## src/rtl/flash_seq_pkg.sv

```systemverilog
package flash_seq_pkg;

    typedef enum logic [3:0] {
        S_READ, S_UNL1, S_UNL2, S_PROG_DATA,
        S_ERS0, S_ERS1, S_ERS2, S_AUTOSEL, S_BYP_EXIT
    } seq_st_t;

    typedef enum logic [2:0] {
        E_IDLE, E_PROG, E_WIN, E_ERASE, E_SUSP, E_SPROG
    } eng_st_t;

    localparam logic [10:0] UNL_ADDR_A = 11'h555;
    localparam logic [10:0] UNL_ADDR_B = 11'h2AA;

    localparam logic [7:0] K_UNL_A  = 8'hAA;
    localparam logic [7:0] K_UNL_B  = 8'h55;
    localparam logic [7:0] K_PROG   = 8'hA0;
    localparam logic [7:0] K_ERS    = 8'h80;
    localparam logic [7:0] K_IDENT  = 8'h90;
    localparam logic [7:0] K_BYPASS = 8'h20;
    localparam logic [7:0] K_CHIP   = 8'h10;
    localparam logic [7:0] K_SECT   = 8'h30;
    localparam logic [7:0] K_SUSP   = 8'hB0;
    localparam logic [7:0] K_BEXIT  = 8'h00;

    localparam int STAT_TGL_BIT = 6;

endpackage

```

## src/rtl/flash_cmd_decode.sv

```systemverilog
module flash_cmd_decode
    import flash_seq_pkg::*;
(
    input  logic        clk,
    input  logic        rst_n,
    input  logic        wr_cyc,
    input  logic [10:0] addr_lo,
    input  logic [7:0]  data_lo,
    input  logic        accel,
    input  logic        eng_ready,
    input  logic        eng_susp,
    output logic        cmd_prog,
    output logic        cmd_chip,
    output logic        cmd_sec,
    output logic        cmd_susp,
    output logic        cmd_30,
    output logic        ident_mode
);

    seq_st_t st, st_nx;
    logic    byp_q, byp_nx;
    logic    at_a, at_b, byp_eff;

    assign at_a    = (addr_lo == UNL_ADDR_A);
    assign at_b    = (addr_lo == UNL_ADDR_B);
    assign byp_eff = byp_q | accel;

    always_ff @(posedge clk) begin
        if (!rst_n) begin
            st    <= S_READ;
            byp_q <= 1'b0;
        end else begin
            st    <= st_nx;
            byp_q <= byp_nx;
        end
    end

    always_comb begin
        st_nx    = st;
        byp_nx   = byp_q;
        cmd_prog = 1'b0;
        cmd_chip = 1'b0;
        cmd_sec  = 1'b0;
        cmd_susp = 1'b0;
        cmd_30   = 1'b0;
        if (wr_cyc) begin
            unique case (st)
                S_READ: begin
                    if (data_lo == K_SUSP) begin
                        cmd_susp = 1'b1;
                    end else if (data_lo == K_SECT) begin
                        cmd_30 = 1'b1;
                    end else if (eng_ready) begin
                        if (byp_eff) begin
                            if (data_lo == K_PROG)       st_nx = S_PROG_DATA;
                            else if (data_lo == K_IDENT) st_nx = S_BYP_EXIT;
                        end else if (data_lo == K_UNL_A && at_a) begin
                            st_nx = S_UNL1;
                        end
                    end
                end
                S_UNL1: st_nx = (data_lo == K_UNL_B && at_b) ? S_UNL2 : S_READ;
                S_UNL2: begin
                    st_nx = S_READ;
                    if (at_a) begin
                        if (data_lo == K_PROG)                    st_nx = S_PROG_DATA;
                        else if (data_lo == K_ERS && !eng_susp)   st_nx = S_ERS0;
                        else if (data_lo == K_IDENT)              st_nx = S_AUTOSEL;
                        else if (data_lo == K_BYPASS)             byp_nx = 1'b1;
                    end
                end
                S_PROG_DATA: begin
                    cmd_prog = 1'b1;
                    st_nx    = S_READ;
                end
                S_ERS0: st_nx = (data_lo == K_UNL_A && at_a) ? S_ERS1 : S_READ;
                S_ERS1: st_nx = (data_lo == K_UNL_B && at_b) ? S_ERS2 : S_READ;
                S_ERS2: begin
                    st_nx = S_READ;
                    if (data_lo == K_CHIP && at_a) cmd_chip = 1'b1;
                    else if (data_lo == K_SECT)    cmd_sec  = 1'b1;
                end
                S_AUTOSEL: st_nx = S_READ;
                S_BYP_EXIT: begin
                    st_nx = S_READ;
                    if (data_lo == K_BEXIT) byp_nx = 1'b0;
                end
                default: st_nx = S_READ;
            endcase
        end
    end

    assign ident_mode = (st == S_AUTOSEL);

    // nothing moves without a qualified write
    p_hold_no_write_r1: assert property (@(posedge clk) disable iff (!rst_n)
        !wr_cyc |=> ($stable(st) && $stable(byp_q)));

    // 0x90 then 0x00 leaves bypass
    p_bypass_exit_r3: assert property (@(posedge clk) disable iff (!rst_n)
        (st == S_BYP_EXIT && wr_cyc && data_lo == K_BEXIT) |=> !byp_q);

endmodule

```

## src/rtl/flash_op_engine.sv

```systemverilog
module flash_op_engine
    import flash_seq_pkg::*;
#(
    parameter int ADDR_W    = 12,
    parameter int SEC_BITS  = 4,
    parameter int BANK_BITS = 2,
    parameter int PROG_CYC  = 20,
    parameter int ERASE_CYC = 60,
    parameter int NOP_CYC   = 4,
    parameter int WIN_CYC   = 16,
    parameter logic [(1<<SEC_BITS)-1:0] PROT_MASK = 16'h8100,
    localparam int NSEC  = 1 << SEC_BITS,
    localparam int NBANK = 1 << BANK_BITS
)(
    input  logic              clk,
    input  logic              rst_n,
    input  logic              accel,
    input  logic [ADDR_W-1:0] addr,
    input  logic [15:0]       data,
    input  logic              cmd_prog,
    input  logic              cmd_chip,
    input  logic              cmd_sec,
    input  logic              cmd_susp,
    input  logic              cmd_30,
    output logic              eng_ready,
    output logic              eng_susp,
    output logic [NBANK-1:0]  bank_busy,
    output logic [NSEC-1:0]   susp_mask,
    output logic              arr_wr,
    output logic [ADDR_W-1:0] arr_wr_addr,
    output logic [15:0]       arr_wr_data,
    output logic              arr_erase,
    output logic [NSEC-1:0]   arr_erase_mask
);

    localparam int SPB   = NSEC / NBANK;
    localparam int MAX_A = (PROG_CYC > ERASE_CYC) ? PROG_CYC : ERASE_CYC;
    localparam int MAX_B = (NOP_CYC > WIN_CYC) ? NOP_CYC : WIN_CYC;
    localparam int CNT_W = $clog2(((MAX_A > MAX_B) ? MAX_A : MAX_B) + 1);
    localparam logic [CNT_W-1:0] L_PROG = CNT_W'(PROG_CYC - 1);
    localparam logic [CNT_W-1:0] L_ERS  = CNT_W'(ERASE_CYC - 1);
    localparam logic [CNT_W-1:0] L_NOP  = CNT_W'(NOP_CYC - 1);
    localparam logic [CNT_W-1:0] L_WIN  = CNT_W'(WIN_CYC - 1);

    eng_st_t st, st_nx;
    logic [CNT_W-1:0]     pcnt, ecnt, wcnt;
    logic [ADDR_W-1:0]    p_addr;
    logic [15:0]          p_data;
    logic                 p_prot;
    logic [NSEC-1:0]      req_mask, eff_mask, prot_eff, win_eff;
    logic [SEC_BITS-1:0]  a_sec;
    logic [BANK_BITS-1:0] p_bank;
    logic                 prog_ok_susp;

    assign a_sec        = addr[ADDR_W-1 -: SEC_BITS];
    assign p_bank       = p_addr[ADDR_W-1 -: BANK_BITS];
    assign prot_eff     = PROT_MASK & {NSEC{~accel}};
    assign win_eff      = req_mask & ~prot_eff;
    assign prog_ok_susp = cmd_prog && !req_mask[a_sec];

    always_ff @(posedge clk) begin
        if (!rst_n) st <= E_IDLE;
        else        st <= st_nx;
    end

    always_comb begin
        st_nx = st;
        unique case (st)
            E_IDLE: begin
                if (cmd_prog)      st_nx = E_PROG;
                else if (cmd_chip) st_nx = E_ERASE;
                else if (cmd_sec)  st_nx = E_WIN;
            end
            E_PROG:  if (pcnt == '0) st_nx = E_IDLE;
            E_WIN:   if (!cmd_30 && wcnt == '0) st_nx = E_ERASE;
            E_ERASE: begin
                if (cmd_susp)          st_nx = E_SUSP;
                else if (ecnt == '0)   st_nx = E_IDLE;
            end
            E_SUSP: begin
                if (cmd_30)            st_nx = E_ERASE;
                else if (prog_ok_susp) st_nx = E_SPROG;
            end
            E_SPROG: if (pcnt == '0) st_nx = E_SUSP;
            default: st_nx = E_IDLE;
        endcase
    end

    always_ff @(posedge clk) begin
        if (!rst_n) begin
            pcnt <= '0; ecnt <= '0; wcnt <= '0;
            p_addr <= '0; p_data <= '0; p_prot <= 1'b0;
            req_mask <= '0; eff_mask <= '0;
            arr_wr <= 1'b0; arr_wr_addr <= '0; arr_wr_data <= '0;
            arr_erase <= 1'b0; arr_erase_mask <= '0;
        end else begin
            arr_wr    <= 1'b0;
            arr_erase <= 1'b0;
            unique case (st)
                E_IDLE: begin
                    if (cmd_prog) begin
                        p_addr <= addr;
                        p_data <= data;
                        p_prot <= prot_eff[a_sec];
                        pcnt   <= prot_eff[a_sec] ? L_NOP : L_PROG;
                    end else if (cmd_chip) begin
                        req_mask <= '1;
                        eff_mask <= ~prot_eff;
                        ecnt     <= (~prot_eff == '0) ? L_NOP : L_ERS;
                    end else if (cmd_sec) begin
                        req_mask <= NSEC'(1) << a_sec;
                        wcnt     <= L_WIN;
                    end
                end
                E_PROG, E_SPROG: begin
                    if (pcnt == '0) begin
                        arr_wr      <= !p_prot;
                        arr_wr_addr <= p_addr;
                        arr_wr_data <= p_data;
                    end else begin
                        pcnt <= pcnt - 1'b1;
                    end
                end
                E_WIN: begin
                    if (cmd_30) begin
                        req_mask[a_sec] <= 1'b1;
                        wcnt            <= L_WIN;
                    end else if (wcnt == '0) begin
                        eff_mask <= win_eff;
                        ecnt     <= (win_eff == '0) ? L_NOP : L_ERS;
                    end else begin
                        wcnt <= wcnt - 1'b1;
                    end
                end
                E_ERASE: begin
                    if (!cmd_susp) begin
                        if (ecnt == '0) begin
                            arr_erase      <= (eff_mask != '0);
                            arr_erase_mask <= eff_mask;
                            req_mask       <= '0;
                        end else begin
                            ecnt <= ecnt - 1'b1;
                        end
                    end
                end
                E_SUSP: begin
                    if (!cmd_30 && prog_ok_susp) begin
                        p_addr <= addr;
                        p_data <= data;
                        p_prot <= prot_eff[a_sec];
                        pcnt   <= prot_eff[a_sec] ? L_NOP : L_PROG;
                    end
                end
                default: ;
            endcase
        end
    end

    for (genvar b = 0; b < NBANK; b++) begin : g_busy
        assign bank_busy[b] =
            ((st == E_PROG || st == E_SPROG) && p_bank == BANK_BITS'(b)) ||
            ((st == E_WIN || st == E_ERASE) && (|req_mask[b*SPB +: SPB]));
    end

    assign susp_mask = (st == E_SUSP || st == E_SPROG) ? req_mask : '0;
    assign eng_ready = (st == E_IDLE) || (st == E_SUSP);
    assign eng_susp  = (st == E_SUSP);

    // a program strobe only follows a running program
    p_wr_after_prog_r2: assert property (@(posedge clk) disable iff (!rst_n)
        arr_wr |-> ($past(st) == E_PROG || $past(st) == E_SPROG));

    // an erase strobe always names at least one sector
    p_erase_mask_r8: assert property (@(posedge clk) disable iff (!rst_n)
        arr_erase |-> (arr_erase_mask != '0));

    // a suspended erase leaves every bank flag clear
    p_susp_idle_r10: assert property (@(posedge clk) disable iff (!rst_n)
        (st == E_SUSP) |-> (bank_busy == '0));

    // a plain program occupies exactly one bank
    p_prog_one_bank_r13: assert property (@(posedge clk) disable iff (!rst_n)
        (st == E_PROG) |-> ($countones(bank_busy) == 1));

endmodule

```

## src/rtl/flash_cmd_seq.sv

```systemverilog
module flash_cmd_seq
    import flash_seq_pkg::*;
#(
    parameter int ADDR_W    = 12,
    parameter int SEC_BITS  = 4,
    parameter int BANK_BITS = 2,
    parameter int PROG_CYC  = 20,
    parameter int ERASE_CYC = 60,
    parameter int NOP_CYC   = 4,
    parameter int WIN_CYC   = 16,
    parameter logic [(1<<SEC_BITS)-1:0] PROT_MASK = 16'h8100,
    parameter logic [15:0] MFG_ID = 16'h00C1,
    parameter logic [15:0] DEV_ID = 16'h227E,
    localparam int NSEC  = 1 << SEC_BITS,
    localparam int NBANK = 1 << BANK_BITS
)(
    input  logic              clk,
    input  logic              rst_n,
    input  logic              ce_n,
    input  logic              we_n,
    input  logic              oe_n,
    input  logic [ADDR_W-1:0] addr,
    input  logic [15:0]       dq_in,
    input  logic              accel,
    output logic [15:0]       dq_out,
    output logic              dq_oe,
    output logic [NBANK-1:0]  bank_busy,
    output logic [ADDR_W-1:0] arr_rd_addr,
    input  logic [15:0]       arr_rd_data,
    output logic              arr_wr,
    output logic [ADDR_W-1:0] arr_wr_addr,
    output logic [15:0]       arr_wr_data,
    output logic              arr_erase,
    output logic [NSEC-1:0]   arr_erase_mask
);

    logic wr_cyc, rd_cyc;
    logic cmd_prog, cmd_chip, cmd_sec, cmd_susp, cmd_30;
    logic eng_ready, eng_susp, ident_mode;
    logic [NSEC-1:0]      susp_mask;
    logic [SEC_BITS-1:0]  r_sec;
    logic [BANK_BITS-1:0] r_bank;
    logic status_hit, tgl;
    logic [15:0] id_word;

    assign wr_cyc = !ce_n && !we_n && oe_n;
    assign rd_cyc = !ce_n && !oe_n && we_n;
    assign r_sec  = addr[ADDR_W-1 -: SEC_BITS];
    assign r_bank = addr[ADDR_W-1 -: BANK_BITS];

    flash_cmd_decode u_dec (
        .clk(clk), .rst_n(rst_n), .wr_cyc(wr_cyc),
        .addr_lo(addr[10:0]), .data_lo(dq_in[7:0]), .accel(accel),
        .eng_ready(eng_ready), .eng_susp(eng_susp),
        .cmd_prog(cmd_prog), .cmd_chip(cmd_chip), .cmd_sec(cmd_sec),
        .cmd_susp(cmd_susp), .cmd_30(cmd_30), .ident_mode(ident_mode)
    );

    flash_op_engine #(
        .ADDR_W(ADDR_W), .SEC_BITS(SEC_BITS), .BANK_BITS(BANK_BITS),
        .PROG_CYC(PROG_CYC), .ERASE_CYC(ERASE_CYC), .NOP_CYC(NOP_CYC),
        .WIN_CYC(WIN_CYC), .PROT_MASK(PROT_MASK)
    ) u_eng (
        .clk(clk), .rst_n(rst_n), .accel(accel), .addr(addr), .data(dq_in),
        .cmd_prog(cmd_prog), .cmd_chip(cmd_chip), .cmd_sec(cmd_sec),
        .cmd_susp(cmd_susp), .cmd_30(cmd_30),
        .eng_ready(eng_ready), .eng_susp(eng_susp),
        .bank_busy(bank_busy), .susp_mask(susp_mask),
        .arr_wr(arr_wr), .arr_wr_addr(arr_wr_addr), .arr_wr_data(arr_wr_data),
        .arr_erase(arr_erase), .arr_erase_mask(arr_erase_mask)
    );

    assign status_hit = bank_busy[r_bank] || susp_mask[r_sec];

    always_ff @(posedge clk) begin
        if (!rst_n)                   tgl <= 1'b0;
        else if (rd_cyc && status_hit) tgl <= ~tgl;
    end

    always_comb begin
        unique case (addr[1:0])
            2'd0:    id_word = MFG_ID;
            2'd1:    id_word = DEV_ID;
            2'd2:    id_word = {15'd0, PROT_MASK[r_sec]};
            default: id_word = 16'd0;
        endcase
    end

    always_comb begin
        dq_out = '0;
        if (rd_cyc) begin
            if (status_hit)      dq_out[STAT_TGL_BIT] = tgl;
            else if (ident_mode) dq_out = id_word;
            else                 dq_out = arr_rd_data;
        end
    end

    assign dq_oe       = rd_cyc;
    assign arr_rd_addr = addr;

    // busy reads carry nothing but the toggle bit
    p_status_bits_r7: assert property (@(posedge clk) disable iff (!rst_n)
        (rd_cyc && status_hit) |-> ((dq_out & ~(16'h1 << STAT_TGL_BIT)) == 16'h0));

endmodule

```

## config.mk

```make
export PLATFORM = sky130hd
export DESIGN_NAME = flash_cmd_seq
export DESIGN_NICKNAME = d
export VERILOG_FILES = /design/src/rtl/flash_seq_pkg.sv /design/src/rtl/flash_cmd_decode.sv /design/src/rtl/flash_op_engine.sv /design/src/rtl/flash_cmd_seq.sv
export SDC_FILE = /design/constraint.sdc
export NUM_CORES = 1
export LEC_CHECK = 0
export BUFFER_PORTS_ARGS = -buffer_cell sky130_fd_sc_hd__buf_2
export CAP_MARGIN = 20
export CORE_AREA = 2 2 124 126
export CTS_BUF_LIST = sky130_fd_sc_hd__clkbuf_16
export DETAILED_ROUTE_END_ITERATION = 10
export DIE_AREA = 0 0 126 128
export PLACE_DENSITY = 0.78
export SYNTH_ARGS = -nofsm -noshare
export SYNTH_HDL_FRONTEND = slang
export SYNTH_HIERARCHICAL = 1
export SYNTH_SLANG_ARGS = --single-unit
export TNS_END_PERCENT = 20
```

## constraint.sdc

```tcl
create_clock -name clk -period 4.5 [get_ports clk]
set_clock_uncertainty 0.2 [all_clocks]
set_input_delay 1.125 -clock clk [delete_from_list [all_inputs] [get_ports clk]]
set_output_delay 1.125 -clock clk [all_outputs]
set_load 0.02 [all_outputs]
```

==> results.toml <==
[outcome]
run_status = "finished clean"

[timing]
rsz0062_at_grt = "false"
setup_tns_ns = 0
final_period_minus_worst_setup_slack_ns = 4.29
final-hold-violation-count = 0
clock.fmax_mhz = 233
max-slew-margin-rel_pct = 33.8
fin_crit_sh_pct = 95.3
final-max-slew-violation-count = 0
count_of_final_setup_violators = 0
max_slew.worst_pin.slew_ns = 0.990

[placed_design]
cell_area_reported_after_detailed_placement_um2 = 8030
replace_congestion = 0.927
dp_hpwl_mm = 13.1
post-place-cells = 1172
buffer_ports.inserted = 128

[clock_network]
clk-insertion-delay-late_ns = 0.42
clock_sink_count = 134
tritoncts = "done"
clock_path_buffers = 2
cts-htree-levels = 4
inserted_clock_buffers = 17
clkTransAtPathRegs_ns = 0.06
holdBufCountCts = 0
ctsRootBufferMaster = "clkbuf_16"

[yosys]
synth-seq-area-share_pct = 37.1
register_bit_total_from_synthesis = 134
synth.avg_cell_area_um2 = 8.06
synth_enable_flop_cells = 0
yosys_warnings = 6
asyncSetResetFlopFracSynth_pct = 0
post_synth_instance_area_um2 = 7220
netlist_instances = 896
synth_cell_types = 79
post-synth-top-area-cell = "dfxtp_1"
synthDominantCellAreaShare_pct = 37.1
dominantRegCellSynth = "dfxtp_1"
synth.area.top_cells = "dfxtp_1, nand2_1, nor2_1"
syn-num-nets = 954

[floorplanning]
fp-row-count = 45
start_util_pct = 48.6
chipHeight_um = 128
core_um2 = 14900
die_w_um = 126
ioPinCount = 129
die_area_um2 = 16100

[global_route]
vias_in_the_first_global_route = 6438
grt_pass1_wl_mm = 31.0
grt.overflow.total = 0
grt_max_degree = 73
grt_antenna_before_repair = 0
global_route.usage.total_pct = 23.4

[setup_path]
setup.worst_path.end_class = "output port"
cp_data_required_time_ns = 3.17
startpoint_class = "flip-flop"
timing.critical_path.arrival_ns = 2.97
critical_path_class = "flip-flop to output port"
timing.critical_path.fanout_max = 9

[route]
drt-wirelength-per-cell_um = 15.9
drt-vias-per-instance = 5.84
drt_first_pass_iters = 7
ant_nets = 0
dr_total_vias = 7049
finalWirelength_mm = 19.2
drc_errors = 0
dr.first_iter.drc_count = 576

[pwr]
power-per-cell-area_nw_per_um2 = 447
share_seq_of_total_power_pct = 36.4
power_frac_clock_pct = 37.4
leakage_nw = 3.60
comb_power_share_pct = 26.3
p_sw_share_pct = 32.2
power.total_mw = 3.90
peakVddDrop_uv = 333
cell_internal_pwr_mw = 2.65
switching_power_mw = 1.26

[cells_and_area]
num_antenna_cells = 0
final_non_filler_cell_area_um2 = 8740
drive_above_1_share_pct = 25.3
layout-area-overhead-vs-synth_pct = 21.0
layout.cells.non_filler = 1207
net_count_of_the_finished_layout = 1064

[hold_path]
hp-class = "flip-flop to flip-flop"

[run]
max_cap_viol_count = 0
==> cell usage in the layout, fill, tap and decap left out, drive strengths merged, types with 9 or more instances in the layout <==
cell type and instances:
o21ai 59, inv 24, nor2 105, nand3 40, a211oi 21, clkbuf 17
nand2b 13, o31ai 9, a21oi 65, dfxtp 134, and2 21, nand2 123
mux2i 22, nor4 10, nor3 25, buf 165, a22oi 15
==> per-layer routing <==
layer  global-route usage, %  up-vias  part of all wire [%]
met3                    4.76       32                   6.4
met5                       0        -                     0
met4                    9.44        0                   1.9
met1                    30.5     3343                    44
li1                        -     3401                     -
met2                    38.0      273                    48
==> power groups by stage <==
| stage | clock network [mW] | logic (mW) | registers (mW) |
|---|---|---|---|
| after floorplan | 0 | 0.740 | 1.39 |
| after global placement | 0 | 0.968 | 1.43 |
| after detailed placement | 0 | 0.985 | 1.44 |
| after CTS | 1.48 | 1.01 | 1.41 |
| after global routing | 1.53 | 1.13 | 1.43 |
| final | 1.46 | 1.03 | 1.42 |
==> cell usage after synthesis, drive strengths merged (7+ instances only) <==
library cell	number
nor4	10
nor3b	7
and2	21
nand2b	13
mux2i	22
nor2	105
nor4b	8
nor3	25
a22oi	15
or3	7
a21oi	65
o31ai	9
or4	8
ha	8
nand2	123
buf	41
and3	8
a211oi	21
nand3	40
mux2	7
clkbuf	33
inv	20
o21ai	59
dfxtp	134
nand3b	8
==> cells by family after synthesis <==
kind of cell | share of synthesized area [%]
and+or+nand+nor | 29.8
AOI/OAI and AO/OA | 19.2
DFF | 37.1
buffers and inverters | 6.53
muxes | 5.54
adders and majority gates | 1.39
xor gates and xnor gates | 0.485
==> flip-flops by register name, indices dropped and copies added (netlist names), 3 cells and up <==
signal and flops:
u_eng/pcnt 6, u_eng/arr_erase_mask 16, u_eng/p_addr 12, u_eng/arr_wr_addr 12, u_eng/st 3, u_eng/eff_mask 16, u_eng/arr_wr_data 16, u_dec/st 4
u_eng/ecnt 6, u_eng/req_mask 16, u_eng/p_data 16, u_eng/wcnt 6
==> through the flow <==
| stage | hold WS [ns] | setup slack, ns | utilization [%] |
|---|---|---|---|
| final | 0.252 | 0.210 | 58.8 |
| after detailed placement | 0.245 | 0.0336 | 54.0 |
| after global placement | 0.240 | 0.0523 | 54.0 |
| after CTS | 0.255 | 0.0714 | 58.4 |
| after global routing | 0.269 | 0.00250 | 58.8 |
| after floorplan | 0.222 | 0.0437 | - |
==> worst paths after layout <==
check | cells past startpoint | to | startpoint | slack (ns)
worst min register to register | 2 | u_eng/arr_wr_data[10] | u_eng/arr_wr_data[10] | 0.25
worst max register to register | 8 | u_eng/st[2] | u_dec/st[3] | 1.42
worst max-delay path | 9 | dq_out[7] | u_eng/req_mask[0] | 0.21
worst min-delay path | 2 | u_eng/arr_wr_data[10] | u_eng/arr_wr_data[10] | 0.25
==> worst max-delay path, cell delays in order, from the launching register on <==
cell      delay [ns]
dfxtp_1         0.35
or4_1           0.57
nand2_1         0.09
o31ai_1         0.12
mux2_2          0.32
a311oi_4        0.36
a21oi_4         0.15
buf_4           0.20
nor3_1          0.17
buf_2           0.20
==> final cells by class <==
cell class | count | area [µm²]
multi-input combinational | 668 | 4120
timing repair buffer | 165 | 1000
tap | 188 | 235
clock inverter | 15 | 200
sequential | 134 | 2690
clock buffer | 17 | 425
fill | 1364 | 6130
inverter | 20 | 75.1
==> timing repair <==
action	in CTS	in global routing
buffers inserted	2	0
resized for setup	1	8
endpoints found under the setup margin	15	16
pin swaps	1	0
Power figures use the tool's default switching activity.
